## src/rtl/bcu_pkg.sv

```systemverilog
package bcu_pkg;

    localparam int WORD_W = 32;
    localparam int OPC_W  = 5;
    localparam int CC_W   = 3;
    localparam logic [OPC_W-1:0] OPC_BRANCH = 5'b01111;

    typedef enum logic [CC_W-1:0] {
        CC_ALWAYS = 3'd0,
        CC_NEG    = 3'd1,
        CC_ZERO   = 3'd2,
        CC_NPOS   = 3'd3,
        CC_NCARRY = 3'd4,
        CC_NNEG   = 3'd5,
        CC_NZERO  = 3'd6,
        CC_POS    = 3'd7
    } cc_e;

    typedef struct packed {
        logic neg;
        logic zero;
        logic pos;
        logic carry;
    } flags_t;

    localparam flags_t FLAGS_RESET = '{neg: 1'b0, zero: 1'b1, pos: 1'b0, carry: 1'b0};

    function automatic logic cc_holds(cc_e cc, flags_t f);
        logic r;
        case (cc)
            CC_ALWAYS: r = 1'b1;
            CC_NEG:    r = f.neg;
            CC_ZERO:   r = f.zero;
            CC_NPOS:   r = ~f.pos;
            CC_NCARRY: r = ~f.carry;
            CC_NNEG:   r = ~f.neg;
            CC_NZERO:  r = ~f.zero;
            CC_POS:    r = f.pos;
            default:   r = 1'b0;
        endcase
        return r;
    endfunction

endpackage

```

## src/rtl/bcu_flag_reg.sv

```systemverilog
module bcu_flag_reg
    import bcu_pkg::*;
(
    input  logic   clk,
    input  logic   rst,
    input  logic   wr,
    input  flags_t d,
    output flags_t q
);

    always_ff @(posedge clk) begin
        if (rst)
            q <= FLAGS_RESET;
        else if (wr)
            q <= d;
    end

    // first cycle out of reset shows the reset pattern
    p_reset_value_r1: assert property (@(posedge clk) disable iff (rst)
        $past(rst) |-> q == FLAGS_RESET);

    // a strobe loads the presented flags
    p_flag_load_r6: assert property (@(posedge clk) disable iff (rst)
        ($past(wr) && !$past(rst)) |-> q == $past(d));

    // no strobe, no change
    p_flag_hold_r6: assert property (@(posedge clk) disable iff (rst)
        (!$past(wr) && !$past(rst)) |-> $stable(q));

endmodule

```

## src/rtl/bcu_cond_eval.sv

```systemverilog
module bcu_cond_eval
    import bcu_pkg::*;
(
    input  logic             clk,
    input  logic             rst,
    input  logic             valid,
    input  logic [OPC_W-1:0] opcode,
    input  logic [CC_W-1:0]  cc,
    input  flags_t           flags,
    output logic             taken
);

    logic is_branch;

    always_comb begin
        is_branch = valid && (opcode == OPC_BRANCH);
        taken     = is_branch && cc_holds(cc_e'(cc), flags);
    end

    // no decision without a valid branch opcode
    p_gate_r2: assert property (@(posedge clk) disable iff (rst)
        taken |-> (valid && opcode == OPC_BRANCH));

    // unconditional code never falls through
    p_always_r3: assert property (@(posedge clk) disable iff (rst)
        (valid && opcode == OPC_BRANCH && cc == 3'd0) |-> taken);

    // carry-clear branch never taken with carry set
    p_ncarry_r5: assert property (@(posedge clk) disable iff (rst)
        (cc == 3'd4 && flags.carry) |-> !taken);

endmodule

```

## src/rtl/bcu_pc_sel.sv

```systemverilog
module bcu_pc_sel #(
    parameter int PC_W   = 32,
    parameter int ADDR_W = 20
) (
    input  logic              clk,
    input  logic              rst,
    input  logic              taken,
    input  logic [ADDR_W-1:0] target,
    input  logic [PC_W-1:0]   pc,
    output logic [PC_W-1:0]   next_pc
);

    localparam int PAD_W = PC_W - ADDR_W;

    logic [PC_W-1:0] target_ext;
    logic [PC_W-1:0] pc_inc;

    always_comb begin
        target_ext = {{PAD_W{1'b0}}, target};
        pc_inc     = pc + PC_W'(1);
        next_pc    = taken ? target_ext : pc_inc;
    end

    // a taken target never reaches above the address field
    p_target_zext_r8: assert property (@(posedge clk) disable iff (rst)
        taken |-> next_pc[PC_W-1:ADDR_W] == '0);

endmodule

```

## src/rtl/branch_cond_unit.sv

```systemverilog
module branch_cond_unit
    import bcu_pkg::*;
#(
    parameter int PC_W    = 32,
    parameter int ADDR_W  = 20,
    parameter int CC_LSB  = 24,
    parameter int OPC_LSB = 27
) (
    input  logic            clk,
    input  logic            rst,
    input  logic            flag_wr,
    input  logic            flag_neg,
    input  logic            flag_zero,
    input  logic            flag_pos,
    input  logic            flag_carry,
    input  logic            br_valid,
    input  logic [WORD_W-1:0] insn,
    input  logic [PC_W-1:0] pc,
    output logic            taken,
    output logic [PC_W-1:0] next_pc
);

    localparam int GAP_W = CC_LSB - ADDR_W;

    flags_t flags_d;
    flags_t flags_q;
    logic   unused_gap;

    always_comb begin
        flags_d    = '{neg: flag_neg, zero: flag_zero, pos: flag_pos, carry: flag_carry};
        unused_gap = ^insn[CC_LSB-1 -: GAP_W];
    end

    bcu_flag_reg u_flags (
        .clk (clk),
        .rst (rst),
        .wr  (flag_wr),
        .d   (flags_d),
        .q   (flags_q)
    );

    bcu_cond_eval u_eval (
        .clk    (clk),
        .rst    (rst),
        .valid  (br_valid),
        .opcode (insn[OPC_LSB +: OPC_W]),
        .cc     (insn[CC_LSB +: CC_W]),
        .flags  (flags_q),
        .taken  (taken)
    );

    bcu_pc_sel #(.PC_W(PC_W), .ADDR_W(ADDR_W)) u_pc (
        .clk     (clk),
        .rst     (rst),
        .taken   (taken),
        .target  (insn[ADDR_W-1:0]),
        .pc      (pc),
        .next_pc (next_pc)
    );

    // fall-through advances by one word
    p_fall_through_r9: assert property (@(posedge clk) disable iff (rst)
        !taken |-> next_pc == pc + PC_W'(1));

endmodule

```

## config.mk

```make
export PLATFORM = sky130hd
export DESIGN_NAME = branch_cond_unit
export DESIGN_NICKNAME = d
export VERILOG_FILES = /design/src/rtl/bcu_pkg.sv /design/src/rtl/bcu_flag_reg.sv /design/src/rtl/bcu_cond_eval.sv /design/src/rtl/bcu_pc_sel.sv /design/src/rtl/branch_cond_unit.sv
export SDC_FILE = /design/constraint.sdc
export NUM_CORES = 1
export LEC_CHECK = 0
export BUFFER_PORTS_ARGS = -buffer_cell sky130_fd_sc_hd__buf_2
export CAP_MARGIN = 20
export CORE_MARGIN = 1
export CORE_UTILIZATION = 40
export DETAILED_ROUTE_END_ITERATION = 6
export HOLD_SLACK_MARGIN = 0.02
export PLACE_DENSITY = 0.82
export REMOVE_ABC_BUFFERS = 1
export SETUP_SLACK_MARGIN = 0.3
export SKIP_CTS_REPAIR_TIMING = 1
export SLEW_MARGIN = 20
export SYNTH_ARGS = -nofsm -noshare
export SYNTH_HDL_FRONTEND = slang
export SYNTH_HIERARCHICAL = 1
export SYNTH_SLANG_ARGS = --single-unit
```

## constraint.sdc

```tcl
create_clock -name clk -period 2.5 [get_ports clk]
set_input_delay 0.25 -clock clk [delete_from_list [all_inputs] [get_ports clk]]
set_output_delay 0.25 -clock clk [all_outputs]
set_load 0.005 [all_outputs]
```

Yosys cells after proc, flatten, opt, wreduce, memory -nomap -nowiden --
Index checks and enable logic that the tools add are counted.
Cells by class: add/subtract/negate cells 1, eq/ne operators 8, mux-type cells 2, bitwise gates (word level) 4, reduce and logical (&&, ||, !) cells 3
Operator list (number):
- $add A32 B1 Y32 const B | 1
- $mux W32 | 1
- $eq A3 B3 Y1 const B | 4
- $pmux W1 S8 | 1
- $eq A3 B2 Y1 const B | 2
- $eq A5 B4 Y1 const B | 1
- $not A1 Y1 | 4
- $eq A3 B1 Y1 const B | 1
- $logic_not A3 Y1 | 1
- $logic_and A1 B1 Y1 | 2
Word-level totals: flip-flop bits (word level) 4, input port bits 72, output and inout bits 33, logic and storage cells 22

Logic depth before layout (Yosys ltp) --
Gate-level depths: netlist (run 1).
depth after elaboration 4, gate-level depth with buffers 8, depth with buffers taken out 7

Hierarchy --
The synthesis (run 1) kept the hierarchy.
Modules (own cells, without submodules):
- bcu_pc_sel | times used 1, cells an instance 171, area an instance 1047.3 um^2, seq. area each 0.0 um^2
- bcu_flag_reg | times used 1, cells an instance 13, area an instance 143.9 um^2, seq. area each 80.1 um^2
- bcu_cond_eval | times used 1, cells an instance 10, area an instance 90.1 um^2, seq. area each 0.0 um^2

Least setup slack after synthesis (run 1) --
Ideal clock, no wire load.
path kind register -> output, from register u_flags/q[3] (netlist bit), to output next_pc[15], data arrival time 1842 ps, data required time 2250 ps, slack 408 ps, cell stages (with the launch flop) 8, buffers on the path 2, cells stage by stage dfxtp_1 -> mux2_4 -> a211oi_2 -> o2111a_1 -> clkbuf_1 -> clkbuf_1 -> nand2_1 -> nand3_1
On the way: cells in the longest elaborated chain, start to end 4
RTL lines:
- from (decl) | line bcu_flag_reg.sv:8 | output flags_t q
- from (signal assigned) | line bcu_flag_reg.sv:13 | q <= FLAGS_RESET;
- from (signal assigned) | line bcu_flag_reg.sv:15 | q <= d;
- $not A1 Y1 | line bcu_pkg.sv:36 | CC_NNEG: r = ~f.neg;
- $pmux W1 S8 (*) | line bcu_pkg.sv:30 | case (cc)
- $logic_and A1 B1 Y1 (*) | line bcu_cond_eval.sv:17 | taken = is_branch && cc_holds(cc_e'(cc), flags);
- via taken | line branch_cond_unit.sv:19 | output logic taken,
- $mux W32 (*) | line bcu_pc_sel.sv:21 | next_pc = taken ? target_ext : pc_inc;
- to (decl) | line branch_cond_unit.sv:20 | output logic [PC_W-1:0] next_pc
Mark *: on every way through the listed nets, which the timed path passes. The rest lies on a longest branch.

Worst setup path after layout (run 1) --
from register u_flags/q[2] (netlist bit), to output next_pc[19]
On the way: cells in the longest elaborated chain, start to end 4
RTL lines:
- $not A1 Y1 | line bcu_pkg.sv:37 | CC_NZERO: r = ~f.zero;
- $pmux W1 S8 (*) | line bcu_pkg.sv:30
- $logic_and A1 B1 Y1 (*) | line bcu_cond_eval.sv:17
- $mux W32 (*) | line bcu_pc_sel.sv:21
Mark *: on every way between the ends. The rest lies on a longest branch, timed or not.

==> results_dict.tcl, run 1 <==
set metrics [dict create \
    synth_ff_type "dfxtp_1" \
    cp_max_fo 5 \
    grt_pass1_vias 1512 \
    outcome "complete, no violations" \
    synth_cell_types 43 \
    die_w_um 58.60 \
    fin_nets 375 \
    start_kind "flip-flop" \
    dr.pass1.iters 5 \
    synthAdderAreaFrac_pct 0.9766 \
    wl_met2_um 2203 \
    drc 0 \
    netlist_instances 194 \
    ys_seq_area_share_pct 6.250 \
    cts_tree "yes" \
    vias_per_cell 5.651 \
    wirelength_um 4431 \
    start_util_pct 41.97 \
    drt_iter0_drc 147 \
    finalHoldViolations 0 \
    synth_top_area_share_pct 7.910 \
    min_period_over_period_pct 95.60 \
    antenna_cells 0 \
    finalWeightedCongestion 0.8781 \
    dp_hpwl_um 3121 \
    grt_max_degree 29 \
    cts_buffers 3 \
    fmax_mhz 418.4 \
    ys.warnings.count 6 \
    hold_slack_ns 0.2196 \
    critPathCaptureType "output pin" \
    dp.cells 332 \
    finalSetupViolCount 0 \
    period_minus_slack_ns 2.390 \
    power.leakage_uw 0.0008713 \
    powerDensity_mw_per_mm2 179.0 \
    cts.sinks 4 \
    synth-compound-area-share_pct 18.65 \
    crit_start "u_flags/q[2]$_SDFFE_PP1P_" \
    place.port_buffers 100 \
    syn_to_final_growth_pct 58.11 \
    final_layout_size_suffix_gt1_share_pct 48.00 \
    drt-met1-wl_um 1806 \
    nFillCells 311 \
    slew_headroom_pct 72.29 \
    die_y_um 58.60 \
    root_buffer "clkbuf_4" \
    hold_class "primary input to flip-flop" \
    yosys.area_share.simple_pct 50.98 \
    stdcell_count 344 \
    drv_slew 0 \
    top_register "u_flags/q" \
    synthArstFlopShare_pct 0 \
    highest_layer "met4" \
    synth_xor_area_share_pct 8.887 \
    clockBufferDepth 2 \
    total_power_uw 362.7 \
    h-tree-depth 1 \
    largest_reg_flops 4 \
    antenna_left 0 \
    io_pins 105 \
    core_region_area_sq_mm 0.003053 \
    synth_top_area_cell "nand2_1" \
    synth_top_family_by_area "simple AND/OR/NAND/NOR gates" \
    wl_per_cell_um 12.88 \
    fin_util_pct 66.35 \
    dieArea_sq_mm 0.003433 \
    clock_skew_ns 0 \
    clk_pin_slew_ns 0.04 \
    grt_use_total_pct 21.79 \
    path_class "flip-flop to output pin" \
    synth_edf_count 0 \
    top_regs "u_flags/q x4" \
    clk_latency_ns 0.23 \
    max-cap-violations 0 \
    wl_met3_um 347 \
    antenna_found_initial 0 \
    hp-start "flag_zero" \
    peakVddDrop_v 0.0001119 \
    rsz0062_at_grt "yes" \
    grt_overflow 0 \
    required_ns 2.25 \
    r2r_start "u_flags/q[2]$_SDFFE_PP1P_" \
    rows 20 \
    synth.area.top_cells "nand2_1, nand3_1, o21ai_0" \
    tightest_slew_ns 0.4125 \
    synth-seq-cells 4 \
    muxShareOfSynthArea_pct 8.789 \
    avgSynthCellArea_sq_um 6.604 \
    vias 1944 \
    syn_area_sq_mm 0.001281 \
    grt_pass1_wl_um 5982 \
    cp_data_arrival_time_ns 2.14 \
]
## final timing paths
check / endpoint / slack, ns / depth (start not counted)
setup / recovery: next_pc[19] / 0.11 / 8
hold / removal: u_flags/q[2]$_SDFFE_PP1P_ / 0.22 / 2
hold reg to reg: u_flags/q[0]$_SDFFE_PP0P_ / 0.51 / 2
setup reg to reg: u_flags/q[2]$_SDFFE_PP1P_ / 1.72 / 2
## synthesized netlist by cell type, drive strengths merged, types with 3 or more instances
master,n
o21ai,18
xnor2,8
nor2,13
nor3,4
buf,3
clkbuf,7
or4,11
inv,3
nand3,18
mux2i,3
nand2,27
or3,3
a21oi,7
dfxtp,4
o31ai,6
and3,5
nand4,8
and4,4
xor2,5
mux2,7
nor2b,8
nor4,6
## per-stage QoR
stage | setup TNS (ns) | instance area (sq um) | setup slack, ns
after floorplan | -0.1376 | 1222 | -0.05663
after global placement | 0 | 1821 | 0.2382
after detailed placement | 0 | 1821 | 0.2239
after CTS | 0 | 1843 | 0.1047
after global routing | 0 | 2026 | 0.02544
final | 0 | 2026 | 0.1100
## layer usage
metal,GRT usage [%],vias up
li1,-,949
met1,27.72,864
met2,38.42,114
met3,2.198,17
met4,7.143,0
met5,0,-
## kinds of logic after synthesis
logic type | Yosys count
adder cells (fa/ha/maj) | 1
multiplexers | 10
buffers and inverters | 13
AO/OA/AOI/OAI | 39
flip-flops | 4
AND/OR/NAND/NOR | 114
XOR/XNOR | 13
## worst max-delay path, stage by stage (launching register included)
cell and delay, ns:
dfxtp_2 0.31, nor2b_4 0.12, nor3_2 0.18, and3b_1 0.19
o2111a_2 0.30, buf_12 0.15, or4_1 0.46, nand3_1 0.08
buf_2 0.11
## area by class of cell
class	instances	area (sq um)	area share, %
tap	44	55.05	2.718
clock buffer	3	22.52	1.112
inverter	3	15.01	0.7412
sequential	4	81.33	4.015
multi-input combinational	177	1192	58.86
timing repair buffer	113	659.4	32.55
## cell usage in the layout, fill, tap and decap left out, drive strengths merged, types with 2 or more instances in the layout
cell type,netlist,final
nand4,8,8
nor3,4,4
mux2i,3,3
nand3,18,18
nand3b,2,2
a21oi,7,7
nor2b,8,8
or4,11,11
nor4,6,6
inv,3,2
and4,4,4
and3,5,5
or3,3,3
o31ai,6,6
xor2,5,5
clkbuf,7,5
a31oi,2,2
nor2,13,13
nand2,27,27
buf,3,111
o211ai,2,2
xnor2,8,8
o21ai,18,18
dfxtp,4,4
mux2,7,7
## power by group
| group | total [uW] | switching (uW) | internal, uW |
|---|---|---|---|
| Sequential | 71.0 | 2.55 | 68.4 |
| Combinational | 209 | 101 | 108 |
| Clock | 82.6 | 28.7 | 53.9 |
Power figures use the tool's default switching activity.
==> run 2, diff against run 1 <==
- ABC_AREA: default -> 1
- CORE_UTILIZATION: 40 -> 42
- PLACE_DENSITY: 0.82 -> 0.81
==> run 2 against run 1 <==
  * Non-clock buffer count down 12
  * Via count up 15%
  * Synthesized area up 19%
  * Die area up 13%
  * Power up 0.38%
  * Worst setup slack better by 0.37 ns
  * Count of clock-buffer cells in the layout unchanged
  * Fmax up 18%
  * Clock skew unchanged
  * Critical endpoint is now next_pc[17]
  * Global-route usage up 0.69 points
==> results_dict.tcl, run 2 <==
set metrics [dict create \
    fin_ws_ns 0.4804 \
    cts_tree "yes" \
    crit_family "simple AND/OR/NAND/NOR gates" \
    dp.cells 470 \
    yosys.area_share.simple_pct 71.50 \
    largest_reg_flops 4 \
    dp_hpwl_um 3746 \
    antenna_cells 0 \
    swShare_pct 39.54 \
    avgSynthCellArea_sq_um 4.644 \
    tightest_slew_ns 0.3509 \
    mostFrequentLayoutCell "nand2_1" \
    clk_latency_ns 0.22 \
    synth_ff_type "dfxtp_1" \
    synth_xor_area_share_pct 1.720 \
    cp_max_fo 19 \
    final_layout_size_suffix_gt1_share_pct 28.81 \
    grt_pass1_wl_um 7396 \
    r2r_start "u_flags/q[3]$_SDFFE_PP0P_" \
    place_ws_ns 0.5187 \
    nFillCells 377 \
    hp-start "flag_zero" \
    synth_top_area_share_pct 34.15 \
    finalSetupViolCount 0 \
    total_power_uw 364.1 \
    antenna_left 0 \
    wl_per_cell_um 9.433 \
    fin_nets 502 \
    wirelength_um 4462 \
    holdPathStages 3 \
    slowest_delay_ns 0.34 \
    finalWeightedCongestion 0.8642 \
    die_y_um 62.31 \
    clk_pin_slew_ns 0.04 \
    required_ns 2.25 \
    rows 21 \
    drt_iter0_drc 89 \
    critPathCaptureType "output pin" \
    dieArea_sq_mm 0.003883 \
    worstReg2RegEnd "u_flags/q[3]$_SDFFE_PP0P_" \
    place.port_buffers 100 \
    synthArstFlopShare_pct 0 \
    die_w_um 62.31 \
    vias_per_cell 4.740 \
    pwr-share-seq_pct 19.5 \
    combPwrFrac_pct 59.2 \
    vias 2242 \
    drt-met1-wl_um 2012 \
    path_class "flip-flop to output pin" \
    multi_input_area_sq_mm 0.001275 \
    top_regs "u_flags/q x4" \
    crit_chain "inv_1 > nand2_1 > nand2_1 > nand3_1 > nand2_1 > nor2_2 > clkinvlp_4 > nand3_1 > nand2_1 > buf_2" \
    top_register "u_flags/q" \
    drv_slew 0 \
    area.sequential_sq_um 80.08 \
    stdcell_count 473 \
    p_switching_uw 143.9 \
    core_region_area_sq_mm 0.003416 \
    hold_class "primary input to flip-flop" \
    dr.pass1.iters 4 \
    cp_data_arrival_time_ns 1.77 \
    grt_use_total_pct 22.49 \
    synth_top_area_cell "nand2_1" \
    io_pins 105 \
    highest_layer "met4" \
    cpMostUsedCell "nand2_1" \
    synth_edf_count 0 \
    period_minus_slack_ns 2.020 \
    syn_area_sq_mm 0.001528 \
    cp_num_buf_inv 3 \
    ff2ff_setup_slack_ns 1.95 \
    synthTopCellsByCount "nand2_1, nor2_1, inv_1" \
    grt_pass1_vias 1888 \
    grt_max_degree 35 \
    clock_skew_ns 0 \
    cp_slowest_cell "clkinvlp_4" \
    antenna_found_initial 0 \
    peakVddDrop_v 0.0002810 \
    grt_overflow 0 \
    power.leakage_uw 0.001208 \
    fmax_mhz 495.1 \
    wl_met3_um 321 \
    netlist_instances 329 \
    synth_top_family_by_area "simple AND/OR/NAND/NOR gates" \
    cts.sinks 4 \
    synthAdderAreaFrac_pct 0.8190 \
    synth_most_common_cell "nand2_1" \
    h-tree-depth 1 \
    start_kind "flip-flop" \
    slew_headroom_pct 76.56 \
    max-cap-violations 0 \
    muxShareOfSynthArea_pct 0 \
    root_buffer "clkbuf_4" \
    synth-compound-area-share_pct 9.255 \
    fin_util_pct 61.17 \
    rsz0062_at_grt "no" \
    synth-seq-cells 4 \
    drc 0 \
    powerDensity_mw_per_mm2 174.2 \
    worstHoldEndpoint "u_flags/q[2]$_SDFFE_PP1P_" \
    synth_cell_types 25 \
    cts_buffers 3 \
    finalHoldViolations 0 \
    ys_seq_area_share_pct 5.242 \
    rr_worst_depth 2 \
    synth.area.top_cells "nand2_1, nor2_1, inv_1" \
    wl_met2_um 2109 \
    syn_to_final_growth_pct 36.77 \
    ys.warnings.count 6 \
    outcome "complete, no violations" \
    min_period_over_period_pct 80.79 \
    clockBufferDepth 2 \
    mostFrequentLayoutCells "nand2_1, buf_2, nor2_1" \
    clkPwrFrac_pct 21.3 \
    start_util_pct 44.73 \
    p_int_uw 220.1 \
]
==> run 2: changes by cell type after synthesis, sizes merged, moves of 8 or more <==
cell,delta
inv,+34
nand2,+118
nand3,+9
nor2,+63
nor2b,-8
o21ai,-10
or4,-11
xnor2,-8
==> run 2: power groups by stage <==
stage	Clock (uW)	Sequential, uW	Combinational, uW
after floorplan	0	71.3	100
after global placement	0	71.7	211
after detailed placement	0	71.9	214
after CTS	81.5	70.9	215
after global routing	90.1	71.5	244
final	77.6	70.9	216
==> run 2: logic make-up (layout without fill, tap and decap cells) <==
kind of cell / count (synthesis) / count (layout)
and+or+nand+nor: 252 / 252
buffers and inverters: 44 / 142
AOI/OAI and AO/OA: 25 / 25
DFF: 4 / 4
xor gates and xnor gates: 3 / 3
adders and majority gates: 1 / 1
==> run 2: how the worst max path moves through the flow <==
stage,from,end,slack [ns],cells after the start
floorplan,u_flags/q[1]$_SDFFE_PP0P_,next_pc[3],-0.51,7
global placement,insn[24],next_pc[17],0.53,10
detailed placement,insn[31],next_pc[17],0.52,10
CTS,u_flags/q[3]$_SDFFE_PP0P_,next_pc[17],0.32,10
global route,u_flags/q[1]$_SDFFE_PP0P_,next_pc[5],0.33,10
finish,u_flags/q[3]$_SDFFE_PP0P_,next_pc[17],0.48,10
==> run 2: worst reg2reg max path: stages, from the launching register on <==
cell and delay (ns):
dfxtp_1 0.30, nor2_1 0.09, nor2_1 0.05
==> run 2: layer usage <==
layer  vias up  GRT usage (%)
met4         0          3.779
met5         -              0
met1       959          27.06
li1       1200              -
met2        79          42.31
met3         4          3.125
==> run 2: final cells by class <==
| class | instances | share of cell area (%) |
|---|---|---|
| Timing Repair Buffer | 101 | 24.31 |
| Sequential cell | 4 | 3.832 |
| Tap cell | 46 | 2.754 |
| Inverter | 38 | 7.006 |
| Clock buffer | 3 | 1.078 |
| Multi-Input combinational cell | 281 | 61.02 |
==> run 2: per-stage QoR <==
stage                     setup TNS [ns]  hold WS (ns)  cell area, sq um
after floorplan                   -8.135        0.3721              1495
after global placement                 0        0.4460              2063
after detailed placement               0        0.4580              2063
after CTS                              0        0.2292              2086
after global routing                   0        0.2345              2090
final                                  0        0.2365              2090
==> run 3, diff against run 2 <==
- ABC_AREA: 1 -> 0
- CORE_UTILIZATION: 42 -> 40
- PLACE_DENSITY: 0.81 -> 0.82
- clock period: 2.5 -> 1.9 ns (I/O delays scaled with it)
==> run 3 against run 2 <==
  * The flow now finishes with violations (negative setup slack)
  * Via count fell by 6.0%
  * Global-route usage is 3.1 points higher
  * Final area grew 13%
  * Critical path depth down 2
  * Sequential power increased by 34%
  * Die area fell by 12%
  * Count of clock-buffer cells in the layout unchanged
  * Sequential share of layout area is 0.23 points lower
  * First-iteration DRC count up 72%
  * Largest cell class unchanged
  * Register-to-register slack lost 0.84 ns
  * Highest routed layer unchanged
  * Non-clock buffer count rose by 49
  * Worst setup slack worse by 0.86 ns
==> results_dict.tcl, run 3 (synthesis gave the netlist of run 1 again) <==
set metrics [dict create \
    outcome "finished, violations left" \
    violations "negative setup slack" \
    io_pins 105 \
    power.leakage_uw 0.001071 \
    slew_headroom_pct 75.31 \
    rr_worst_depth 2 \
    antenna_found_initial 0 \
    finalWeightedCongestion 0.9025 \
    cts_tree "yes" \
    rows 20 \
    slowest_delay_ns 0.52 \
    holdPathStages 2 \
    fmax_mhz 439.5 \
    powerDensity_mw_per_mm2 225.9 \
    drc 0 \
    die_y_um 58.60 \
    rsz0062_at_grt "yes" \
    fin_nets 412 \
    vias 2108 \
    dp.cells 368 \
    clockBufferDepth 2 \
    start_kind "flip-flop" \
    grt_pass1_wl_um 7051 \
    peakVddDrop_v 0.0001898 \
    finalSetupViolCount 33 \
    top_regs "u_flags/q x4" \
    finalHoldViolations 0 \
    dieArea_sq_mm 0.003433 \
    clk_pin_slew_ns 0.04 \
    critPathCaptureType "output pin" \
    crit_chain "nor2b_4 > nor3_2 > and3b_1 > o2111a_2 > buf_12 > or4_4 > nand3_2 > buf_2" \
    min_period_over_period_pct 119.7 \
    mostFrequentLayoutCell "buf_2" \
    cp_max_fo 6 \
    place_ws_ns -0.2144 \
    cts_buffers 3 \
    final_layout_size_suffix_gt1_share_pct 56.68 \
    grt_use_total_pct 25.56 \
    root_buffer "clkbuf_4" \
    drv_slew 0 \
    wl_per_cell_um 13.41 \
    core_region_area_sq_mm 0.003053 \
    cp_data_arrival_time_ns 2.09 \
    fin_ws_ns -0.3751 \
    total_power_uw 534.3 \
    fin_tns_setup_ns -7.257 \
    clock_skew_ns 0 \
    tightest_slew_ns 0.3670 \
    cp_slowest_cell "or4_4" \
    syn_to_final_growth_pct 84.57 \
    stdcell_count 381 \
    dr.pass1.iters 4 \
    mostFrequentLayoutCells "buf_2, buf_4, nand2_1" \
    grt_overflow 0 \
    antenna_cells 0 \
    place.port_buffers 100 \
    path_class "flip-flop to output pin" \
    antenna_left 0 \
    start_util_pct 41.97 \
    wirelength_um 5109 \
    period_minus_slack_ns 2.275 \
    largest_reg_flops 4 \
    max-cap-violations 0 \
    h-tree-depth 1 \
    cts.sinks 4 \
    dp_hpwl_um 3626 \
    grt_pass1_vias 1742 \
    grt_max_degree 25 \
    drt_iter0_drc 153 \
    hold_class "primary input to flip-flop" \
    required_ns 1.71 \
    top_register "u_flags/q" \
    clk_latency_ns 0.23 \
    vias_per_cell 5.533 \
    die_w_um 58.60 \
]
## run 3: layout make-up
| cell class | instances | area, sq um |
|---|---|---|
| multi-input combinational | 177 | 1220 |
| timing repair buffer | 150 | 970.9 |
| fill | 251 | 688.2 |
| sequential | 4 | 85.08 |
| tap | 44 | 55.05 |
| clock buffer | 3 | 22.52 |
| inverter | 3 | 11.26 |
## run 3: worst max-delay path: cells and delay by family (launching register included)
kind,cells,cell delay (ns)
buffers and inverters,2,0.24
flip-flops,1,0.31
AND/OR/NAND/NOR,5,0.98
AO/OA/AOI/OAI,1,0.30
## run 3: power breakdown
| group | switching (uW) | internal (uW) | leakage [uW] |
|---|---|---|---|
| combinational | 150 | 184 | 0.00102 |
| sequential | 3.86 | 90.9 | 0.0000339 |
| clock | 34.6 | 70.6 | 0.0000138 |
## run 3: path summary, 6_finish.rpt
check | startpoint | to | slack, ns
worst max-delay path | u_flags/q[2]$_SDFFE_PP1P_ | next_pc[17] | -0.38
worst min-delay path | rst | u_flags/q[1]$_SDFFE_PP0P_ | 0.16
worst max register to register | u_flags/q[2]$_SDFFE_PP1P_ | u_flags/q[2]$_SDFFE_PP1P_ | 1.11
worst min register to register | u_flags/q[0]$_SDFFE_PP0P_ | u_flags/q[0]$_SDFFE_PP0P_ | 0.50
## run 3: metal layers
| layer | global-route usage, % | part of all wire, % | vias up |
|---|---|---|---|
| met5 | 0 | 0 | - |
| met4 | 5.782 | 0.94 | 0 |
| met3 | 2.857 | 6.3 | 6 |
| met2 | 46.80 | 52 | 108 |
| met1 | 31.96 | 40 | 971 |
| li1 | - | - | 1023 |
## run 3: per-stage QoR
| stage | area, sq um | util (%) | hold slack (ns) |
|---|---|---|---|
| after detailed placement | 2091 | 68.48 | 0.4062 |
| after floorplan | 1222 | - | 0.2624 |
| after global placement | 2091 | 68.48 | 0.3938 |
| final | 2365 | 77.46 | 0.1552 |
| after global routing | 2365 | 77.46 | 0.1476 |
| after CTS | 2113 | 69.22 | 0.1569 |
